### src/rtl/clkstop_pkg.sv
package clkstop_pkg;

  typedef enum logic [2:0] {
    ST_NORMAL     = 3'd0,
    ST_STOPGRANT  = 3'd1,
    ST_GRANTSNOOP = 3'd2,
    ST_HALT       = 3'd3,
    ST_HALTSNOOP  = 3'd4,
    ST_XHALTSNOOP = 3'd5
  } pwrState_e;

  // strobes from control to datapath
  typedef struct packed {
    logic armEntry;
    logic abortEntry;
    logic finishEntry;
    logic clrLatch;
    logic svcEn;
    logic lowPwr;
    logic busIntClr;
  } ctrlStrobe_t;

endpackage

### src/rtl/clkstop_ctrl.sv
module clkstop_ctrl
  import clkstop_pkg::*;
(
  input  logic        clk,
  input  logic        rstN,
  input  logic        stopClkReq,
  input  logic        ackResp,
  input  logic        snoopActive,
  input  logic        snoopDone,
  input  logic        busIntLatched,
  input  logic        haltReq,
  input  logic        extHaltEn,
  input  logic        coreReset,
  input  logic        entryBusy,
  input  logic        entryDone,
  input  logic        anyPend,
  input  logic        reqQ,
  output pwrState_e   state,
  output ctrlStrobe_t strb,
  output logic        protoErr
);

  pwrState_e nextState;
  logic inGrant;
  logic runOrHalt;
  logic snoopEnd;

  assign inGrant   = (state == ST_STOPGRANT) || (state == ST_GRANTSNOOP);
  assign runOrHalt = (state == ST_NORMAL) || (state == ST_HALT);
  assign snoopEnd  = snoopDone || busIntLatched;

  // release of the request outside the grant states is illegal
  assign protoErr = reqQ && !stopClkReq && !inGrant;

  always_comb begin
    strb = '0;
    strb.armEntry    = ackResp && stopClkReq && runOrHalt && !entryBusy;
    strb.abortEntry  = !stopClkReq || coreReset;
    strb.finishEntry = entryDone && stopClkReq && runOrHalt && !coreReset;
    strb.clrLatch    = coreReset;
    strb.svcEn       = (state == ST_NORMAL) && !coreReset;
    strb.lowPwr      = inGrant;
    strb.busIntClr   = (state == ST_NORMAL);
  end

  always_comb begin
    nextState = state;
    unique case (state)
      ST_NORMAL: begin
        if (strb.finishEntry)            nextState = ST_STOPGRANT;
        else if (coreReset)              nextState = ST_NORMAL;
        else if (haltReq && !entryBusy)  nextState = ST_HALT;
      end
      ST_HALT: begin
        if (coreReset)                   nextState = ST_NORMAL;
        else if (strb.finishEntry)       nextState = ST_STOPGRANT;
        else if (snoopActive)            nextState = extHaltEn ? ST_XHALTSNOOP : ST_HALTSNOOP;
        else if (anyPend)                nextState = ST_NORMAL;
      end
      ST_STOPGRANT: begin
        if (snoopActive)                 nextState = ST_GRANTSNOOP;
        else if (!stopClkReq)            nextState = ST_NORMAL;
      end
      ST_GRANTSNOOP: begin
        if (snoopEnd)                    nextState = ST_STOPGRANT;
      end
      ST_HALTSNOOP, ST_XHALTSNOOP: begin
        if (coreReset)                   nextState = ST_NORMAL;
        else if (snoopEnd)               nextState = ST_HALT;
      end
      default:                           nextState = ST_NORMAL;
    endcase
  end

  always_ff @(posedge clk or negedge rstN) begin
    if (!rstN) state <= ST_NORMAL;
    else       state <= nextState;
  end

endmodule

### src/rtl/clkstop_dp.sv
module clkstop_dp
  import clkstop_pkg::*;
#(
  parameter int ENTRY_DLY = 4,
  parameter int NUM_EVT   = 5
) (
  input  logic               clk,
  input  logic               rstN,
  input  ctrlStrobe_t        strb,
  input  logic [NUM_EVT-1:0] evtVec,
  input  logic               busIntLatched,
  input  logic               stopClkReq,
  output logic               entryBusy,
  output logic               entryDone,
  output logic               anyPend,
  output logic               reqQ,
  output logic               breakPend,
  output logic [NUM_EVT-1:0] svcVec
);

  localparam int CNT_W = (ENTRY_DLY < 2) ? 1 : $clog2(ENTRY_DLY + 1);
  localparam logic [CNT_W-1:0] LOAD_VAL = CNT_W'(ENTRY_DLY - 1);

  logic [NUM_EVT-1:0] evtLat;
  logic [NUM_EVT-1:0] grant;
  logic [CNT_W-1:0]   cnt;
  logic               busIntPend;

  // lowest index wins: bit 0 has the highest priority
  always_comb begin
    grant = '0;
    for (int i = NUM_EVT - 1; i >= 0; i--) begin
      if (evtLat[i]) grant = NUM_EVT'(1) << i;
    end
    if (!strb.svcEn) grant = '0;
  end

  generate
    for (genvar g = 0; g < NUM_EVT; g++) begin : gLatch
      always_ff @(posedge clk or negedge rstN) begin
        if (!rstN)              evtLat[g] <= 1'b0;
        else if (strb.clrLatch) evtLat[g] <= 1'b0;
        else if (evtVec[g])     evtLat[g] <= 1'b1;
        else if (grant[g])      evtLat[g] <= 1'b0;
      end
    end
  endgenerate

  always_ff @(posedge clk or negedge rstN) begin
    if (!rstN)                                busIntPend <= 1'b0;
    else if (strb.clrLatch || strb.busIntClr) busIntPend <= 1'b0;
    else if (busIntLatched)                   busIntPend <= 1'b1;
  end

  always_ff @(posedge clk or negedge rstN) begin
    if (!rstN) begin
      entryBusy <= 1'b0;
      cnt       <= '0;
    end else if (strb.abortEntry || strb.finishEntry) begin
      entryBusy <= 1'b0;
      cnt       <= '0;
    end else if (strb.armEntry) begin
      entryBusy <= 1'b1;
      cnt       <= LOAD_VAL;
    end else if (entryBusy && (cnt != '0)) begin
      cnt <= cnt - 1'b1;
    end
  end

  always_ff @(posedge clk or negedge rstN) begin
    if (!rstN) reqQ <= 1'b0;
    else       reqQ <= stopClkReq;
  end

  assign entryDone = entryBusy && (cnt == '0);
  assign anyPend   = (|evtLat) || busIntPend;
  assign breakPend = strb.lowPwr && anyPend;
  assign svcVec    = grant;

endmodule

### src/rtl/clkstop_top.sv
module clkstop_top
  import clkstop_pkg::*;
#(
  parameter int ENTRY_DLY = 4,
  parameter int LINT_W    = 2
) (
  input  logic              clk,
  input  logic              rstN,
  input  logic              stopClkReq,
  input  logic              ackResp,
  input  logic              snoopActive,
  input  logic              snoopDone,
  input  logic              busIntLatched,
  input  logic              haltReq,
  input  logic              extHaltEn,
  input  logic              coreReset,
  input  logic              evtBinit,
  input  logic              evtSmi,
  input  logic              evtInit,
  input  logic [LINT_W-1:0] evtLint,
  output logic [2:0]        pwrState,
  output logic              breakPend,
  output logic              protoErr,
  output logic              svcBinit,
  output logic              svcSmi,
  output logic              svcInit,
  output logic [LINT_W-1:0] svcLint
);

  localparam int NUM_EVT = 3 + LINT_W;

  pwrState_e          state;
  ctrlStrobe_t        strb;
  logic               entryBusy;
  logic               entryDone;
  logic               anyPend;
  logic               reqQ;
  logic [NUM_EVT-1:0] evtVec;
  logic [NUM_EVT-1:0] svcVec;

  assign evtVec = {evtLint, evtInit, evtSmi, evtBinit};

  clkstop_ctrl ctrl_i (
    .clk(clk), .rstN(rstN), .stopClkReq(stopClkReq), .ackResp(ackResp),
    .snoopActive(snoopActive), .snoopDone(snoopDone),
    .busIntLatched(busIntLatched), .haltReq(haltReq), .extHaltEn(extHaltEn),
    .coreReset(coreReset), .entryBusy(entryBusy), .entryDone(entryDone),
    .anyPend(anyPend), .reqQ(reqQ), .state(state), .strb(strb),
    .protoErr(protoErr)
  );

  clkstop_dp #(.ENTRY_DLY(ENTRY_DLY), .NUM_EVT(NUM_EVT)) dp_i (
    .clk(clk), .rstN(rstN), .strb(strb), .evtVec(evtVec),
    .busIntLatched(busIntLatched), .stopClkReq(stopClkReq),
    .entryBusy(entryBusy), .entryDone(entryDone), .anyPend(anyPend),
    .reqQ(reqQ), .breakPend(breakPend), .svcVec(svcVec)
  );

  assign pwrState = state;
  assign svcBinit = svcVec[0];
  assign svcSmi   = svcVec[1];
  assign svcInit  = svcVec[2];
  assign svcLint  = svcVec[NUM_EVT-1:3];

endmodule

### config.mk
export PLATFORM = sky130hd
export DESIGN_NAME = clkstop_top
export DESIGN_NICKNAME = d
export VERILOG_FILES = /design/src/rtl/clkstop_pkg.sv /design/src/rtl/clkstop_ctrl.sv /design/src/rtl/clkstop_dp.sv /design/src/rtl/clkstop_top.sv
export SDC_FILE = /design/constraint.sdc
export NUM_CORES = 1
export LEC_CHECK = 0
export CAP_MARGIN = 20
export CORE_MARGIN = 5
export CORE_UTILIZATION = 30
export CTS_CLUSTER_SIZE = 14
export DETAILED_ROUTE_END_ITERATION = 6
export SYNTH_ARGS = -nofsm -noshare
export SYNTH_HDL_FRONTEND = slang
export SYNTH_SLANG_ARGS = --single-unit
### constraint.sdc
create_clock -name clk -period 2.9 [get_ports clk]
set_input_delay 0.725 -clock clk [delete_from_list [all_inputs] [get_ports clk]]
set_output_delay 0.725 -clock clk [all_outputs]
set_load 0.01 [all_outputs]
==> impl_metrics.ini <==
[run]
cap_viol_max_count = 0

[yosys]
seq_area_frac_synth = 0.393
netlist_top_cells_area = sky130_fd_sc_hd__dfrtp_1 39%, sky130_fd_sc_hd__nor2_1 5.5%, sky130_fd_sc_hd__inv_1 4.2%, sky130_fd_sc_hd__a21oi_1 3.9%, sky130_fd_sc_hd__nor3_1 3.4%
synthDistinctLibCells = 39
post-synth-top-area-fraction = 0.393
syn_avg_cell_area_um2 = 8.73
synthCells = 102
synthesis.nets = 119
ys_seq_elements = 14
ys_warn_count = 0
synth.cell_area_um2 = 891
yosys.area.top_type = sky130_fd_sc_hd__dfrtp_1

[worst_setup_path]
cp_data_required_time_ns = 2.17
criticalPathCategory = primary input to output port
reg_to_reg_critical_path_endpoint = dp_i.evtLat[4]
worst-endpoint-arrival_ns = 2.11
critical_path.cell_chain = dlygate4sd2_1, nor4_2, buf_4, or4b_4, nor3b_2, buf_2
critPathCaptureType = output port
start_kind = primary input
worst-r2r-setup-slack_ns = 0.97
source_of_the_worst_register_to_register_timing_path = ctrl_i.state[1]
cp-startpoint = coreReset
critical_path.max_fanout = 3
critPathSlowestCell = sky130_fd_sc_hd__or4b_4
worstRegToRegCells = 7
critical-path-max-stage-delay_ns = 0.48
endpoint = svcLint[1]

[pwr]
total_leakage_power_nw = 0.532
cellPowerDensity_mw_per_mm2 = 681
power.total_w = 0.000851
vdd.ir_drop.worst_uv = 342

[drt]
drt-total-wl_mm = 2.35
drt-vias-per-instance = 5.23
drt-pass1-iter-count = 4
route.vias.total = 868
detail_route.wl_per_cell_um = 14.1
remaining_drc_errors = 0
drt_first_iter_violations = 40
number_of_nets_with_antenna_violations_after_routing = 0

[cts]
cts_htree_levels = 1
clock_sinks = 14
clkSlewWorstSetupHoldPaths_ns = 0.08
cts_inserted_buffers = 3
insertion_delay_ns = 0.28
tritoncts_clock_tree = built
clock_tree.root_cell = sky130_fd_sc_hd__clkbuf_4
cts_hold_repair.buffers = 0
buffers_from_clock_root_to_sink_at_most = 2

[timing]
setup_repair_after_global_routing_missed_its_margin = no
final_hold_viol_count = 0
clock-skew-final_ns = 0.00509
max-slew-margin-rel = 0.553
timing.final.crit_period_ns = 2.83
fmaxAchievable_ghz = 0.353
fin_crit_sh = 0.977
final_max_slew_viol_count = 0
count_of_final_setup_violators = 0
totalNegativeSetupSlack_ns = 0
worst-slew-pin-transition_ns = 0.668

[floorplan]
floorplan.die.width_um = 64.5
starting_density = 0.318
std_cell_rows = 19
dieArea_mm2 = 0.00416
core_area_mm2 = 0.00281
io_pins = 25
die_height_um = 64.5

[finish]
design.final.nets = 153
most_common_cell_after_layout_fill_and_taps_aside = sky130_fd_sc_hd__clkdlybuf4s50_1
postLayoutCellArea_mm2 = 0.00125
layout-drive-gt1-share = 0.200
areaGrowthSynthToFinish_pct = 40.2
final_cell_count_without_fillers = 166
layout.cells.most_common_list = 19 x sky130_fd_sc_hd__clkdlybuf4s50_1, 14 x sky130_fd_sc_hd__dfrtp_1, 12 x sky130_fd_sc_hd__nor2_1, 11 x sky130_fd_sc_hd__buf_4, 10 x sky130_fd_sc_hd__inv_1
num_antenna_cells = 0

[grt]
globalRoute.totalOverflow = 0
antenna_found_initial = 0
grt_max_degree = 16
global_route.usage.total = 0.124
first_global_vias = 846
grt_first_pass_wirelength_mm = 4.00

[worst_hold_path]
holdCritPathClass = flip-flop to flip-flop

[placed_design]
post-dp-hpwl_mm = 1.81
numPortBuffers = 24
gp_congestion = 0.806
dpl_cell_area_mm2 = 0.00120
dp.cells = 159

[outcome]
run_status = complete, no violations
-- per-stage QoR --
step | hold WS, ns | worst slack, ns | utilization
after global routing | 0.591 | 0.0149 | 0.445
after detailed placement | 0.553 | -0.532 | 0.426
after floorplan | 0.429 | 0.458 | -
after CTS | 0.566 | 0.0599 | 0.443
final | 0.558 | 0.0675 | 0.445
after global placement | 0.529 | -0.528 | 0.426
-- report_power, final --
part | total [W] | internal (W) | leakage [nW] | switching, W
Combinational | 0.000459 | 0.000233 | 0.330 | 0.000226
Clock | 0.000139 | 0.0000765 | 0.0210 | 0.0000630
Sequential | 0.000252 | 0.000226 | 0.181 | 0.0000258
-- how the worst min path moves through the flow --
stage	startpoint	slack [ns]	end	depth (start not counted)
6_report	dp_i.cnt[0]	0.56	dp_i.cnt[0]	2
2_1_floorplan	rstN	0.43	ctrl_i.state[0]	0
3_3_place_gp	dp_i.busIntPend	0.53	dp_i.busIntPend	2
5_1_grt	dp_i.cnt[0]	0.59	dp_i.cnt[0]	2
3_5_place_dp	dp_i.cnt[0]	0.55	dp_i.cnt[0]	2
4_1_cts	dp_i.cnt[0]	0.57	dp_i.cnt[0]	2
-- cell usage after synthesis (all sizes together) --
master / number
a21oi: 7
o21ba: 1
a31oi: 1
dfrtp: 14
nor2: 13
o2bb2ai: 2
o311ai: 2
a2111o: 1
and2: 1
or3: 1
and3: 2
buf: 2
a32oi: 2
nand3: 2
o21ai: 5
a21o: 1
or2b: 1
clkbuf: 4
ha: 2
nor3b: 3
or4: 1
nand4: 2
nand3b: 2
o31ai: 1
nor2b: 1
a221oi: 1
or4b: 2
nand2: 2
nor3: 6
xnor2: 1
inv: 10
nand2b: 2
nor4: 1
a22oi: 2
a211o: 1
-- kinds of logic (layout without fill, tap and decap cells) --
kind of cell | count (synthesis) | count (layout) | share of synthesized area
simple gates | 42 | 42 | 0.278
compound gates | 27 | 27 | 0.211
xor+xnor | 1 | 1 | 0.00983
flops | 14 | 14 | 0.393
buf+inv | 16 | 49 | 0.0801
fa+ha+maj | 2 | 2 | 0.0281
-- layout make-up --
cell class,instances,area (um^2)
Sequential cell,14,350
Tap cell,31,38.8
Fill cell,290,1560
Clock buffer,4,36.3
Multi-Input combinational cell,72,484
Timing Repair Buffer,35,302
Inverter,10,37.5
-- repair_timing --
action	4_1_cts	5_1_grt
buffers inserted	3	0
gates resized for setup	18	3
endpoints found under the setup margin	5	4
pin swaps	1	1
-- critical path: cells and delay by family --
kind / cells / cell delay [ns]
buf+inv: 3 / 0.55
simple gates: 3 / 0.84
-- state kept, by name, summed over array words and instances, names as in the netlist --
signal and count:
dp_i.busIntPend 1, dp_i.entryBusy 1, dp_i.evtLat 5, ctrl_i.state 3, dp_i.reqQ 1, dp_i.cnt 3
-- layer usage --
metal	global-route usage	vias to the layer above	part of all wire
li1	-	434	-
met1	0.166	410	0.46
met2	0.193	22	0.49
met3	0.0363	2	0.049
met4	0.0396	0	0.0072
met5	0	-	0
Power figures use the tool's default switching activity.
